===== src/rtl/ec_pkg.sv =====
package ec_pkg;
  localparam logic [7:0] OP_READ      = 8'h80;
  localparam logic [7:0] OP_WRITE     = 8'h81;
  localparam logic [7:0] OP_BURST_ON  = 8'h82;
  localparam logic [7:0] OP_BURST_OFF = 8'h83;
  localparam logic [7:0] OP_QUERY     = 8'h84;

  localparam int SB_OBF   = 0;
  localparam int SB_IBF   = 1;
  localparam int SB_CMD   = 3;
  localparam int SB_BURST = 4;

  typedef enum logic [2:0] {
    SQ_IDLE,
    SQ_RD_ADDR,
    SQ_RD_WAIT,
    SQ_WR_ADDR,
    SQ_WR_DATA
  } seq_state_e;
endpackage


===== src/rtl/ec_port_decode.sv =====
module ec_port_decode #(
  parameter int DW = 8
) (
  input  logic          clk,
  input  logic          rst_n,
  input  logic          host_sel,
  input  logic          host_wr,
  input  logic          host_rd,
  input  logic [DW-1:0] host_wdata,
  input  logic          consume,
  input  logic          load,
  input  logic [DW-1:0] load_data,
  input  logic          burst,
  output logic          ibf,
  output logic          in_is_cmd,
  output logic [DW-1:0] in_byte,
  output logic          obf,
  output logic [DW-1:0] status,
  output logic [DW-1:0] dport
);
  import ec_pkg::*;

  logic          ibf_q, ibf_d, cmd_q, cmd_d, obf_q, obf_d;
  logic [DW-1:0] in_q, in_d, out_q, out_d;
  logic          accept;

  assign accept = host_wr & ~ibf_q;

  always_comb begin
    ibf_d = ibf_q;
    cmd_d = cmd_q;
    in_d  = in_q;
    if (accept) begin
      ibf_d = 1'b1;
      cmd_d = host_sel;
      in_d  = host_wdata;
    end else if (consume) begin
      ibf_d = 1'b0;
    end
    obf_d = obf_q;
    out_d = out_q;
    if (load) begin
      obf_d = 1'b1;
      out_d = load_data;
    end else if (host_rd && !host_sel) begin
      obf_d = 1'b0;
    end
  end

  always_ff @(posedge clk or negedge rst_n) begin
    if (!rst_n) begin
      ibf_q <= 1'b0;
      cmd_q <= 1'b0;
      in_q  <= '0;
      obf_q <= 1'b0;
      out_q <= '0;
    end else begin
      ibf_q <= ibf_d;
      cmd_q <= cmd_d;
      in_q  <= in_d;
      obf_q <= obf_d;
      out_q <= out_d;
    end
  end

  always_comb begin
    status           = '0;
    status[SB_OBF]   = obf_q;
    status[SB_IBF]   = ibf_q;
    status[SB_CMD]   = cmd_q;
    status[SB_BURST] = burst;
  end

  assign ibf       = ibf_q;
  assign in_is_cmd = cmd_q;
  assign in_byte   = in_q;
  assign obf       = obf_q;
  assign dport     = out_q;
endmodule


===== src/rtl/ec_sequencer.sv =====
module ec_sequencer #(
  parameter int              DW          = 8,
  parameter int              AW          = 8,
  parameter int              RD_LAT      = 2,
  parameter logic [DW-1:0]   QUERY_EMPTY = '0
) (
  input  logic          clk,
  input  logic          rst_n,
  input  logic          ibf,
  input  logic          in_is_cmd,
  input  logic [DW-1:0] in_byte,
  input  logic [DW-1:0] rf_rdata,
  output logic          consume,
  output logic          load,
  output logic [DW-1:0] load_data,
  output logic          burst,
  output logic          rf_rd,
  output logic          rf_wr,
  output logic [AW-1:0] rf_addr,
  output logic [DW-1:0] rf_wdata
);
  import ec_pkg::*;

  localparam int CW = $clog2(RD_LAT + 1);

  seq_state_e    st_q, st_d;
  logic [AW-1:0] addr_q, addr_d;
  logic [CW-1:0] cnt_q, cnt_d;
  logic          burst_q, burst_d;

  assign consume = ibf;

  always_comb begin
    st_d      = st_q;
    addr_d    = addr_q;
    cnt_d     = cnt_q;
    burst_d   = burst_q;
    load      = 1'b0;
    load_data = rf_rdata;
    rf_rd     = 1'b0;
    rf_wr     = 1'b0;
    rf_addr   = in_byte[AW-1:0];
    rf_wdata  = in_byte;
    if (ibf && in_is_cmd) begin
      st_d = SQ_IDLE;
      case (in_byte)
        OP_READ:      st_d = SQ_RD_ADDR;
        OP_WRITE:     st_d = SQ_WR_ADDR;
        OP_BURST_ON:  burst_d = 1'b1;
        OP_BURST_OFF: burst_d = 1'b0;
        OP_QUERY: begin
          load      = 1'b1;
          load_data = QUERY_EMPTY;
        end
        default: ;
      endcase
    end else begin
      case (st_q)
        SQ_RD_ADDR: if (ibf) begin
          rf_rd = 1'b1;
          cnt_d = CW'(RD_LAT);
          st_d  = SQ_RD_WAIT;
        end
        SQ_RD_WAIT: if (cnt_q == CW'(1)) begin
          load = 1'b1;
          st_d = SQ_IDLE;
        end else begin
          cnt_d = cnt_q - CW'(1);
        end
        SQ_WR_ADDR: if (ibf) begin
          addr_d = in_byte[AW-1:0];
          st_d   = SQ_WR_DATA;
        end
        SQ_WR_DATA: if (ibf) begin
          rf_wr   = 1'b1;
          rf_addr = addr_q;
          st_d    = SQ_IDLE;
        end
        default: ;
      endcase
    end
  end

  always_ff @(posedge clk or negedge rst_n) begin
    if (!rst_n) begin
      st_q    <= SQ_IDLE;
      addr_q  <= '0;
      cnt_q   <= '0;
      burst_q <= 1'b0;
    end else begin
      st_q    <= st_d;
      addr_q  <= addr_d;
      cnt_q   <= cnt_d;
      burst_q <= burst_d;
    end
  end

  assign burst = burst_q;
endmodule


===== src/rtl/ec_regfile.sv =====
module ec_regfile #(
  parameter int DW     = 8,
  parameter int AW     = 8,
  parameter int RD_LAT = 2
) (
  input  logic          clk,
  input  logic          rst_n,
  input  logic          rd_en,
  input  logic          wr_en,
  input  logic [AW-1:0] addr,
  input  logic [DW-1:0] wdata,
  output logic [DW-1:0] rdata
);
  localparam int DEPTH = 1 << AW;

  logic [DW-1:0] mem [DEPTH];
  logic [DW-1:0] stage0;

  always_ff @(posedge clk) begin
    if (wr_en) mem[addr] <= wdata;
  end

  always_ff @(posedge clk or negedge rst_n) begin
    if (!rst_n)     stage0 <= '0;
    else if (rd_en) stage0 <= mem[addr];
  end

  generate
    if (RD_LAT > 1) begin : g_pipe
      logic [DW-1:0] pipe [RD_LAT-1];
      always_ff @(posedge clk or negedge rst_n) begin
        if (!rst_n) begin
          for (int i = 0; i < RD_LAT-1; i++) pipe[i] <= '0;
        end else begin
          pipe[0] <= stage0;
          for (int i = 1; i < RD_LAT-1; i++) pipe[i] <= pipe[i-1];
        end
      end
      assign rdata = pipe[RD_LAT-2];
    end else begin : g_direct
      assign rdata = stage0;
    end
  endgenerate
endmodule


===== src/rtl/ec_host_port.sv =====
module ec_host_port #(
  parameter int            DW          = 8,
  parameter int            AW          = 8,
  parameter int            RD_LAT      = 2,
  parameter logic [DW-1:0] QUERY_EMPTY = '0
) (
  input  logic          clk,
  input  logic          rst_n,
  input  logic          host_sel,
  input  logic          host_wr,
  input  logic          host_rd,
  input  logic [DW-1:0] host_wdata,
  output logic [DW-1:0] host_rdata
);
  logic [1:0]    rst_pipe;
  logic          rst_sync_n;
  logic          ibf_w, cmd_w, obf_w, burst_w, load_w, consume_w;
  logic [DW-1:0] in_byte_w, load_data_w, status_w, dport_w, rf_rdata_w, rf_wdata_w;
  logic          rf_rd_w, rf_wr_w;
  logic [AW-1:0] rf_addr_w;

  always_ff @(posedge clk or negedge rst_n) begin
    if (!rst_n) rst_pipe <= 2'b00;
    else        rst_pipe <= {rst_pipe[0], 1'b1};
  end
  assign rst_sync_n = rst_pipe[1];

  ec_port_decode #(.DW(DW)) u_port (
    .clk(clk), .rst_n(rst_sync_n),
    .host_sel(host_sel), .host_wr(host_wr), .host_rd(host_rd), .host_wdata(host_wdata),
    .consume(consume_w), .load(load_w), .load_data(load_data_w), .burst(burst_w),
    .ibf(ibf_w), .in_is_cmd(cmd_w), .in_byte(in_byte_w), .obf(obf_w),
    .status(status_w), .dport(dport_w)
  );

  ec_sequencer #(.DW(DW), .AW(AW), .RD_LAT(RD_LAT), .QUERY_EMPTY(QUERY_EMPTY)) u_seq (
    .clk(clk), .rst_n(rst_sync_n),
    .ibf(ibf_w), .in_is_cmd(cmd_w), .in_byte(in_byte_w), .rf_rdata(rf_rdata_w),
    .consume(consume_w), .load(load_w), .load_data(load_data_w), .burst(burst_w),
    .rf_rd(rf_rd_w), .rf_wr(rf_wr_w), .rf_addr(rf_addr_w), .rf_wdata(rf_wdata_w)
  );

  ec_regfile #(.DW(DW), .AW(AW), .RD_LAT(RD_LAT)) u_rf (
    .clk(clk), .rst_n(rst_sync_n),
    .rd_en(rf_rd_w), .wr_en(rf_wr_w), .addr(rf_addr_w), .wdata(rf_wdata_w),
    .rdata(rf_rdata_w)
  );

  assign host_rdata = host_sel ? status_w : dport_w;
endmodule


===== config.mk =====
export PLATFORM = sky130hd
export DESIGN_NAME = ec_host_port
export DESIGN_NICKNAME = d
export VERILOG_FILES = /design/src/rtl/ec_pkg.sv /design/src/rtl/ec_port_decode.sv /design/src/rtl/ec_sequencer.sv /design/src/rtl/ec_regfile.sv /design/src/rtl/ec_host_port.sv
export SDC_FILE = /design/constraint.sdc
export NUM_CORES = 2
export LEC_CHECK = 0
export ABC_AREA = 1
export CAP_MARGIN = 20
export CORE_ASPECT_RATIO = 0.75
export CORE_MARGIN = 3
export CORE_UTILIZATION = 53
export DETAILED_ROUTE_END_ITERATION = 16
export HOLD_SLACK_MARGIN = 0.03
export PLACE_DENSITY_LB_ADDON = 0.3
export SLEW_MARGIN = 0
export SYNTH_ARGS = -nofsm -noshare
export SYNTH_HDL_FRONTEND = slang
export SYNTH_SLANG_ARGS = --single-unit

===== constraint.sdc =====
create_clock -name clk -period 2.05 [get_ports clk]
set_input_delay 0.41 -clock clk [delete_from_list [all_inputs] [get_ports clk]]
set_output_delay 0.41 -clock clk [all_outputs]
set_load 0.005 [all_outputs]

==> flow_summary.yaml <==
routing:
  first_pass_iters: 6
  vias: 64900
  antenna_left: 0
  avgViaCountPerCell: 5.58
  wl_mm: 260
  drc: 0
  drtIter0Drc: 8952
  avgRoutedWirePerCell_um: 22.4
finish:
  fillers: 12200
  fin_area_um2: 107000
  layout.nets: 9272
  area_growth_pct: 21.1
  final_util_pct: 64.8
  final-seq-area_um2: 62800
  multiInputGateArea_um2: 25800
  drive_gt1_share_pct: 15.9
clock_tree:
  h-tree-depth: 4
  clk_pin_slew_worst_paths_ps: 60
  cts_buffers: 192
  cts_tree: "done"
  cts.sink_count: 2099
  cts_buffer_depth: 3
  clk-insertion-delay-late_ps: 840
  cts_root_buffer: "clkbuf_16"
die:
  die_h_um: 360
  rows: 129
  start_util_pct: 53.5
  core_um2: 166000
  die-area_um2: 172000
  ioPinCount: 21
  die_w_um: 478
sta:
  finalCritPeriodShare_pct: 156
  grt_setup_unrepaired: "yes"
  setup_viol: 2803
  timing.final.max_slew_violations: 0
  tns_ps: -2069050
  fin_crit_ps: 3210
  clock_skew_ps: 32.8
  tightest_slew_ps: 1160
  fmaxAchievable_ghz: 0.312
  relSlewSlack_pct: 22.8
  timing.final.ws_setup_ps: -1160
  hold_viol_final: 0
worst_setup_path:
  path_class: "reg2reg"
  crit_chain: "nor2_4 > buf_6 > nand2_4 > nor2_8 > buf_6 > nand2_4 > o21ai_4 > buf_6 > nor2_4 > buf_12 > buf_12 > buf_12 > nand2_1 > nand2_1 > nor2_1 > buf_4 > nor2_1 > nor2_2 > nand2_2 > nand2_2 > nand3_2 > nor2_2 > nor2_1"
  cp.required_ps: 2770
  path_max_fanout: 9
  slowest_stage: "dfrtp_1"
  cp.arrival_ps: 3920
  slowest_delay_ps: 410
  critPathLaunchType: "flip-flop"
  reg2reg_depth: 23
  endpoint_kind: "flip-flop"
  r2r_slack_ps: -1160
place:
  io_buffers: 20
  placed_cell_area_um2: 98100
  gp_congestion: 0.953
  place_ws_ps: -1210
  place_hpwl_mm: 153
yosys:
  synth-edff-count: 2048
  post_synth.cell_area_avg_um2: 10.1
  synth_area_um2: 88600
  ys_types: 35
  synthArstFlopShare_pct: 2.43
  syn-num-nets: 8772
  yosysWarnings: 0
  synthCells: 8758
  ys_ff_latch: 2099
  synthFlopType: "edfxtp_1"
  yosysSeqAreaShare_pct: 70.8
global_route:
  grt_first_pass_wirelength_mm: 383
  grt_usage_pct: 29.4
  grt.overflow.total: 0
  antenna_found_initial: 1
  grt_pass1_vias: 61300
  grt_start_max_net_pins: 164
job:
  max_cap_violations: 0
power:
  leakage_nw: 44.1
  total_power_mw: 105
  power.density_nw_per_um2: 978
  vdd.ir_drop.worst_mv: 0.921
outcome:
  violations: "setup timing"
  outcome: "complete, but fails checks"
hold_path:
  hp-class: "in2reg"
  hold_depth: 4
final timing paths:
kind / start / to
min in group asynchronous: rst_n / rst_pipe[1]
worst min register to register: rst_pipe[0] / rst_pipe[1]
worst max-delay path: u_seq.st_q[1] / u_rf.stage0[3]
worst min-delay path: host_rd / u_port.obf
max in group asynchronous: rst_pipe[1] / u_port.in_byte[2]
worst max register to register: u_seq.st_q[1] / u_rf.stage0[3]
per-layer routing:
layer  track usage, %  vias up  wire [um]
met5                0        -          0
met1             42.9    31000     103000
met2             43.3     3904     113000
li1                 -    29500          -
met3             7.18      535      33900
met4             10.2        0       9810
logic make-up after synthesis:
logic type               synth area share (%)
buffers and inverters                    2.69
adder cells (fa/ha/maj)                0.0141
flip-flops                               70.8
AND/OR/NAND/NOR                          26.2
AO/OA/AOI/OAI                           0.311
other                                 0.00423
critical path, delay by kind of cell, from the launching register on:
family	cells	cell delay (ps)
simple gates	15	1540
buf+inv	7	1030
flops	1	410
compound gates	1	80
cell usage after synthesis (all sizes together) (2+ instances only):
library cell,instances,area (um2)
a21oi,3,15.0
a31oi,2,12.5
buf,318,1610
clkbuf,135,507
dfrtp,51,1280
edfxtp,2048,61500
inv,70,263
nand2,5265,19800
nand3,168,853
nand4,9,68.8
nor2,635,2450
nor3,3,15.0
o21ai,40,211
or2,3,18.8
repair_timing:
item / CTS / global route
pin swaps: 55 / 136
resized for setup: 179 / 255
buffers inserted: 37 / 28
hold endpoints to repair: 2 / 0
hold buffers: 1 / 0
gates cloned: 23 / 23
setup endpoints to repair: 2688 / 2854
cells in the final DEF (no fill, tap or decap), types with 33 or more instances in the layout:
master,n
nand3_1,159
inv_1,47
nor2_2,156
o21ai_0,33
nor2_4,194
clkbuf_16,217
clkbuf_1,56
clkinv_1,45
dfrtp_1,42
nor2_1,283
nand2_1,5165
buf_6,53
edfxtp_1,2048
nand2_2,84
buf_4,409
buf_12,204
report_power, final:
group	total [mW]	internal, mW	switching, mW
logic	21.8	7.27	14.5
registers	48.9	48.6	0.332
clock network	34.3	18.6	15.7
total	105	74.4	30.6
final cells by class:
cell class                      count  share of cell area (%)
Sequential cell                  2099                    58.5
Multi-Input combinational cell   6136                    24.0
Timing Repair Buffer              756                    9.08
Clock buffer                      252                    4.76
Tap cell                         2227                    2.60
Clock inverter                    102                   0.729
Inverter                           71                   0.287
Timing Repair inverter              2                  0.0140
Antenna cell                        2                 0.00466
registers in the layout, indices dropped and copies added, names as in the netlist, 3 cells and up:
signal          flops
u_rf.rdata          8
u_rf.stage0         8
u_seq.st_q          3
u_rf.mem         2048
u_seq.addr_q        8
u_port.dport        8
u_port.in_byte      8
through the flow:
step                      hold slack (ps)  std cells
after floorplan                       114       8758
after detailed placement              335      11200
final                                 198      11600
after CTS                             154      11600
after global routing                  197      11600
after global placement                332      11200
Note: power is estimated with default switching activity, not from simulation.
